==> src/rtl/bist_seq_pkg.sv <==
package bist_seq_pkg;
  typedef enum logic [1:0] {
    PH_IDLE  = 2'd0,
    PH_PRAND = 2'd1,
    PH_SEMI  = 2'd2,
    PH_DET   = 2'd3
  } phase_e;

  typedef enum logic [1:0] {
    ST_IDLE  = 2'd0,
    ST_SEED  = 2'd1,
    ST_SHIFT = 2'd2,
    ST_CAPT  = 2'd3
  } step_e;
endpackage

==> src/rtl/bist_bit_counter.sv <==
module bist_bit_counter #(
  parameter int SCAN_LEN = 64
) (
  input  logic clk,
  input  logic rst_n,
  input  logic shift_en,
  output logic shift_last
);
  localparam int BIT_W = $clog2(SCAN_LEN + 1);
  localparam logic [BIT_W-1:0] LAST_IDX = BIT_W'(SCAN_LEN - 1);

  logic [BIT_W-1:0] cnt_q, cnt_d;

  assign shift_last = shift_en && (cnt_q == LAST_IDX);

  always_comb begin
    cnt_d = cnt_q;
    if (shift_en) begin
      if (shift_last) cnt_d = '0;
      else            cnt_d = cnt_q + 1'b1;
    end
  end

  always_ff @(posedge clk or negedge rst_n) begin
    if (!rst_n)        cnt_q <= '0;
    else if (shift_en) cnt_q <= cnt_d;
  end

  // count stays inside one scan length
  assert_bitcnt_range_R6: assert property (@(posedge clk) disable iff (!rst_n)
    cnt_q <= LAST_IDX);
  // an idle counter sits at zero so each pattern starts fresh
  assert_bitcnt_rest_R6: assert property (@(posedge clk) disable iff (!rst_n)
    (!shift_en && $past(shift_last)) |-> (cnt_q == '0));
endmodule

==> src/rtl/bist_pat_counter.sv <==
module bist_pat_counter #(
  parameter int CNT_W = 14
) (
  input  logic             clk,
  input  logic             rst_n,
  input  logic             inc,
  input  logic             clr,
  input  logic [CNT_W-1:0] limit,
  output logic             pat_last
);
  logic [CNT_W-1:0] cnt_q, cnt_d;

  assign pat_last = (cnt_q == limit - 1'b1);

  always_comb begin
    cnt_d = cnt_q;
    if (clr)      cnt_d = '0;
    else if (inc) cnt_d = cnt_q + 1'b1;
  end

  always_ff @(posedge clk or negedge rst_n) begin
    if (!rst_n)          cnt_q <= '0;
    else if (clr || inc) cnt_q <= cnt_d;
  end

  // a pattern is never counted past the phase quota
  assert_pat_bound_R2: assert property (@(posedge clk) disable iff (!rst_n)
    inc |-> (cnt_q < limit));
endmodule

==> src/rtl/bist_src_select.sv <==
module bist_src_select
  import bist_seq_pkg::*;
#(
  parameter bit RESEED = 1'b1
) (
  input  phase_e phase,
  output logic   sel_random,
  output logic   sel_flip
);
  generate
    if (RESEED) begin : g_reseed
      always_comb begin
        sel_random = (phase == PH_SEMI);
        sel_flip   = 1'b0;
      end
    end else begin : g_stored
      always_comb begin
        sel_random = (phase == PH_SEMI) || (phase == PH_DET);
        sel_flip   = (phase == PH_DET);
      end
    end
  endgenerate
endmodule

==> src/rtl/scan_bist_sequencer.sv <==
module scan_bist_sequencer
  import bist_seq_pkg::*;
#(
  parameter int SCAN_LEN   = 64,
  parameter int PRAND_PATS = 10000,
  parameter int SEMI_PATS  = 10000,
  parameter int DET_PATS   = 16,
  parameter int SEED_W     = 20,
  parameter bit RESEED     = 1'b1
) (
  input  logic              clk,
  input  logic              rst_n,
  input  logic              start_i,
  input  logic              seed_valid_i,
  input  logic [SEED_W-1:0] seed_data_i,
  output logic              seed_ready_o,
  output logic              seed_load_o,
  output logic [SEED_W-1:0] seed_o,
  output logic [1:0]        phase_o,
  output logic              sel_random_o,
  output logic              sel_flip_o,
  output logic              scan_en_o,
  output logic              last_shift_o,
  output logic              capture_o,
  output logic              done_o
);
  localparam int MAX_12 = (PRAND_PATS > SEMI_PATS) ? PRAND_PATS : SEMI_PATS;
  localparam int MAX_P  = (MAX_12 > DET_PATS) ? MAX_12 : DET_PATS;
  localparam int CNT_W  = $clog2(MAX_P + 1);

  phase_e phase_q, phase_d;
  step_e  step_q, step_d;
  logic   done_q, done_d;
  logic   shift_last, pat_last;
  logic   pat_inc, pat_clr;
  logic [CNT_W-1:0] pat_limit;

  // shift length tracking
  bist_bit_counter #(.SCAN_LEN(SCAN_LEN)) u_bits (
    .clk        (clk),
    .rst_n      (rst_n),
    .shift_en   (step_q == ST_SHIFT),
    .shift_last (shift_last)
  );

  always_comb begin
    case (phase_q)
      PH_SEMI: pat_limit = CNT_W'(SEMI_PATS);
      PH_DET:  pat_limit = CNT_W'(DET_PATS);
      default: pat_limit = CNT_W'(PRAND_PATS);
    endcase
  end

  assign pat_inc = (step_q == ST_CAPT);
  assign pat_clr = (step_q == ST_CAPT) && pat_last;

  bist_pat_counter #(.CNT_W(CNT_W)) u_pats (
    .clk      (clk),
    .rst_n    (rst_n),
    .inc      (pat_inc),
    .clr      (pat_clr),
    .limit    (pat_limit),
    .pat_last (pat_last)
  );

  bist_src_select #(.RESEED(RESEED)) u_sel (
    .phase      (phase_q),
    .sel_random (sel_random_o),
    .sel_flip   (sel_flip_o)
  );

  // next-state logic
  always_comb begin
    phase_d = phase_q;
    step_d  = step_q;
    done_d  = done_q;
    case (step_q)
      ST_IDLE: begin
        if (start_i) begin
          phase_d = PH_PRAND;
          step_d  = ST_SHIFT;
          done_d  = 1'b0;
        end
      end
      ST_SEED: begin
        if (seed_valid_i) step_d = ST_SHIFT;
      end
      ST_SHIFT: begin
        if (shift_last) step_d = ST_CAPT;
      end
      ST_CAPT: begin
        if (pat_last) begin
          case (phase_q)
            PH_PRAND: begin
              phase_d = PH_SEMI;
              step_d  = ST_SHIFT;
            end
            PH_SEMI: begin
              phase_d = PH_DET;
              step_d  = RESEED ? ST_SEED : ST_SHIFT;
            end
            default: begin
              phase_d = PH_IDLE;
              step_d  = ST_IDLE;
              done_d  = 1'b1;
            end
          endcase
        end else begin
          step_d = (RESEED && phase_q == PH_DET) ? ST_SEED : ST_SHIFT;
        end
      end
      default: step_d = ST_IDLE;
    endcase
  end

  // state registers
  always_ff @(posedge clk or negedge rst_n) begin
    if (!rst_n) begin
      phase_q <= PH_IDLE;
      step_q  <= ST_IDLE;
      done_q  <= 1'b0;
    end else begin
      phase_q <= phase_d;
      step_q  <= step_d;
      done_q  <= done_d;
    end
  end

  assign phase_o      = phase_q;
  assign scan_en_o    = (step_q == ST_SHIFT);
  assign last_shift_o = shift_last;
  assign capture_o    = (step_q == ST_CAPT);
  assign seed_ready_o = (step_q == ST_SEED);
  assign seed_load_o  = (step_q == ST_SEED) && seed_valid_i;
  assign seed_o       = seed_data_i;
  assign done_o       = done_q;

  // capture lasts one cycle and only follows the final shift
  assert_capture_single_R7: assert property (@(posedge clk) disable iff (!rst_n)
    capture_o |=> !capture_o);
  assert_capture_after_last_R7: assert property (@(posedge clk) disable iff (!rst_n)
    $rose(capture_o) |-> $past(last_shift_o));
  // a seed load is followed directly by shifting in phase 3
  assert_seed_then_shift_R8: assert property (@(posedge clk) disable iff (!rst_n)
    seed_load_o |=> (scan_en_o && phase_o == 2'd3));
  // phases only advance by one, or wrap from phase 3 to idle
  assert_phase_order_R2: assert property (@(posedge clk) disable iff (!rst_n)
    (phase_o != $past(phase_o)) |->
      ((phase_o == $past(phase_o) + 2'd1) || ($past(phase_o) == 2'd3 && phase_o == 2'd0)));
  // done holds until a start arrives
  assert_done_hold_R9: assert property (@(posedge clk) disable iff (!rst_n)
    (done_o && !start_i) |=> done_o);
  // a running session is not restarted
  assert_no_restart_R10: assert property (@(posedge clk) disable iff (!rst_n)
    (phase_o != 2'd0) |=> (phase_o != 2'd1 || $past(phase_o) == 2'd1));
endmodule

==> config.mk <==
export PLATFORM = sky130hd
export DESIGN_NAME = scan_bist_sequencer
export DESIGN_NICKNAME = d
export VERILOG_FILES = /design/src/rtl/bist_seq_pkg.sv /design/src/rtl/bist_bit_counter.sv /design/src/rtl/bist_pat_counter.sv /design/src/rtl/bist_src_select.sv /design/src/rtl/scan_bist_sequencer.sv
export SDC_FILE = /design/constraint.sdc
export NUM_CORES = 1
export LEC_CHECK = 0
export ABC_CLOCK_PERIOD_IN_PS = 2009
export CAP_MARGIN = 25
export CELL_PAD_IN_SITES_DETAIL_PLACEMENT = 0
export CELL_PAD_IN_SITES_GLOBAL_PLACEMENT = 1
export CORE_ASPECT_RATIO = 0.75
export CORE_MARGIN = 4
export CORE_UTILIZATION = 30
export CTS_CLUSTER_SIZE = 8
export DETAILED_ROUTE_END_ITERATION = 8
export PLACE_DENSITY = 0.84
export SETUP_SLACK_MARGIN = 0.2
export SLEW_MARGIN = 20
export SYNTH_ARGS = -nofsm -noshare
export SYNTH_HDL_FRONTEND = slang
export SYNTH_SLANG_ARGS = --single-unit
==> constraint.sdc <==
create_clock -name clk -period 2.01 [get_ports clk]
set_clock_uncertainty 0.05 [all_clocks]
set_input_delay 0.402 -clock clk [delete_from_list [all_inputs] [get_ports clk]]
set_output_delay 0.402 -clock clk [all_outputs]
set_load 0.02 [all_outputs]
==> results of run 1 <==
-- cells in the final DEF, fill, tap and decap left out, types with 2 or more instances in the layout --
cell type	Yosys	layout
buf_4	21	27
dfrtp_1	26	24
nand2_1	15	15
nor2_1	14	11
xnor2_1	11	11
nand3_1	9	9
inv_1	6	4
nand4_1	4	4
a21oi_1	5	4
xor2_1	4	4
clkbuf_8	1	4
clkdlybuf4s50_1	0	4
o21ai_0	5	3
or3_1	3	3
nor3_1	4	3
inv_2	0	2
or2b_2	2	2
o21ai_1	0	2
a31oi_1	2	2
a21oi_2	1	2
nor4_1	2	2
nor2_2	0	2
ha_1	4	2
clkdlybuf4s15_1	0	2
buf_6	2	2
dlygate4sd2_1	0	2
dfrtp_2	0	2
-- logic make-up after synthesis --
group	synth area share
simple gates	0.2273
buf+inv	0.1365
other cells	0.002366
xor+xnor	0.08287
flops	0.4104
compound gates	0.1089
fa+ha+maj	0.03157
-- stage by stage --
stage	worst slack, ns	cells
global route	-0.07779	256
global placement	-0.04505	246
CTS	0.01842	253
finish	0.0003235	256
detailed placement	-0.03233	246
floorplan	-0.01576	165
-- worst register-to-register path, cell delays in order (launching register included) --
cell	delay [ns]
dfrtp_2	0.39
ha_4	0.16
or4b_4	0.48
a221oi_4	0.38
a21oi_2	0.12
a221o_1	0.32
-- power by group through the flow --
stage	clock network [W]	logic, W	registers [W]
3_3_place_gp	0	0.0000258	0.000533
4_1_cts	0.000344	0.0000264	0.000523
5_1_grt	0.000360	0.0000295	0.000523
2_1_floorplan	0	0.0000646	0.000533
6_report	0.000334	0.0000250	0.000522
3_5_place_dp	0	0.0000257	0.000533
-- sequential cells by signal, indices dropped and copies added, names as in the netlist --
signal,flops
phase_o,2
u_pats.cnt_q,14
done_o,1
u_bits.cnt_q,7
step_q,2
-- routing by layer --
layer	routed length, µm	global-route usage	up-vias
met1	1662	0.1575	553
met2	1377	0.1537	22
li1	-	-	588
met3	137	0.03507	2
met5	0	0	-
met4	34	0.02801	0
-- cell type report --
| cell class | count | area, µm² | area share |
|---|---|---|---|
| inverter | 6 | 22.52 | 0.01166 |
| timing repair buffer | 39 | 312.8 | 0.1619 |
| tap | 72 | 90.09 | 0.04663 |
| multi-input combinational | 109 | 798.3 | 0.4132 |
| sequential | 26 | 653.1 | 0.3381 |
| clock buffer | 4 | 55.05 | 0.02850 |
-- final timing paths --
kind	from	endpoint	slack (ns)	cells past startpoint
setup reg to reg	phase_o[1]	phase_o[1]	0.0003	5
max in group asynchronous	rst_n	phase_o[0]	1.20	2
min in group clk	u_bits.cnt_q[4]	u_bits.cnt_q[4]	0.46	1
hold / removal	rst_n	u_pats.cnt_q[10]	0.45	2
setup / recovery	phase_o[1]	phase_o[1]	0.0003	5
hold reg to reg	u_bits.cnt_q[4]	u_bits.cnt_q[4]	0.46	1
-- repair_timing --
action                     4_1_cts  5_1_grt
setup endpoints to repair       20       18
gates resized for setup         24       18
pin swaps                        5        7
setup buffers                    3        3
==> results.ini, run 1 <==
[placed_design]
place_congestion=0.7675
place_area_um2=1785
numPortBuffers=12
dpl.hpwl_mm=2.309

[synth]
ys_ff_latch=26
yosysUniqueCellTypes=43
syn_inst=165
syn_nets=193
synthFlopType=dfrtp_1
synth_area_per_cell_um2=9.608
synth_commonest_cells=26 x dfrtp_1, 21 x buf_4, 15 x nand2_1
yosys.area.top_type=dfrtp_1
ys_seq_area_frac=0.4104
synth_most_common_cell=dfrtp_1
synth_top_area_frac=0.4104
yosys-top-cells-area=dfrtp_1 41%, buf_4 9.9%, xnor2_1 6.1%
yosysWarnings=0
synth-edff-count=0
synth_area_um2=1585
async_flop_share=1.000

[setup_path]
cp-end-kind=flip-flop
cp.arrival_ns=2.12
cp_max_fo=5
worstPathRequired_ns=2.12
path_buf_inv=0
critPathKind=reg2reg
crit_chain=ha_4 > or4b_4 > a221oi_4 > a21oi_2 > a221o_1
start_kind=flip-flop
slowest_stage=or4b_4
cpPeakStageDelay_ns=0.48
path_delay_family=compound AO/OA/AOI/OAI gates

[drt]
drtAntennaViolNets=0
viasPerCell=4.551
drt_wl_total_mm=3.211
post-route-drc-count=0
wl_per_cell_um=12.54
vias=1165
drtPass1Iterations=4
drt_iter0_markers=41

[timing]
slew_violations=0
whs_ns=0.4486
setup_viol=0
hold_viol=0
fin_setup_tns_ns=0
rsz0062_at_grt=true
fmax_mhz=497.6
post-route-period-util=0.9998
period_minus_slack_ns=2.010

[clock_network]
clk_pin_slew_ns=0.09
insertion_delay_ns=0.27
cts-hold-fix-buffers=0
htreeDepth=1
cts_num_sinks=26
cts_tree=done
clockRootBuffer=clkbuf_8
clk_path_buf_depth=2
numCtsBuffers=3

[floorplan]
core_area_um2=5010
die_w_um=91.94
die_h_um=70.96
start_util=0.3164
die_area_um2=6524
io-pin-count=54
rows=22

[power_and_ir_drop]
clkPwrFrac=0.379
worst_ir_drop_vdd_v=0.0002569
p_total_w=0.0008812
power_frac_comb=0.028
pwr-share-seq=0.593
power.share.switching=0.1980
leakagePower_nw=0.8192
power_density_nw_per_um2=456.1
p_int_w=0.0007067
p_switching_w=0.0001745

[global_routing]
grt_pass1_vias=1168
track_usage=0.1081
grt_pass1_wl_mm=5.651
antenna_found_initial=0
grt_max_degree=27
grt_overflow=0

[final_layout]
diodes=0
fin_area_um2=1932
n_fill_cell=517
nets=213
syn2layout_area_growth_pct=21.86
post-route-util=0.3856
layout-drive-gt1-share=0.3370

[min_path]
hp-class=in2async

[run_status]
status=finished clean

[run]
drv_cap=0

Note: power is estimated with default switching activity, not from simulation.
==> run 2, diff against run 1 <==
--- a/config.mk
+++ b/config.mk
@@ -6,7 +6,6 @@
 export NUM_CORES = 1
 export LEC_CHECK = 0
 export ABC_CLOCK_PERIOD_IN_PS = 2009
-export CAP_MARGIN = 25
 export CELL_PAD_IN_SITES_DETAIL_PLACEMENT = 0
 export CELL_PAD_IN_SITES_GLOBAL_PLACEMENT = 1
 export CORE_ASPECT_RATIO = 0.75
==> results of run 2 <==
Same layout as run 1: the final DEF is identical, and so are final timing and power.
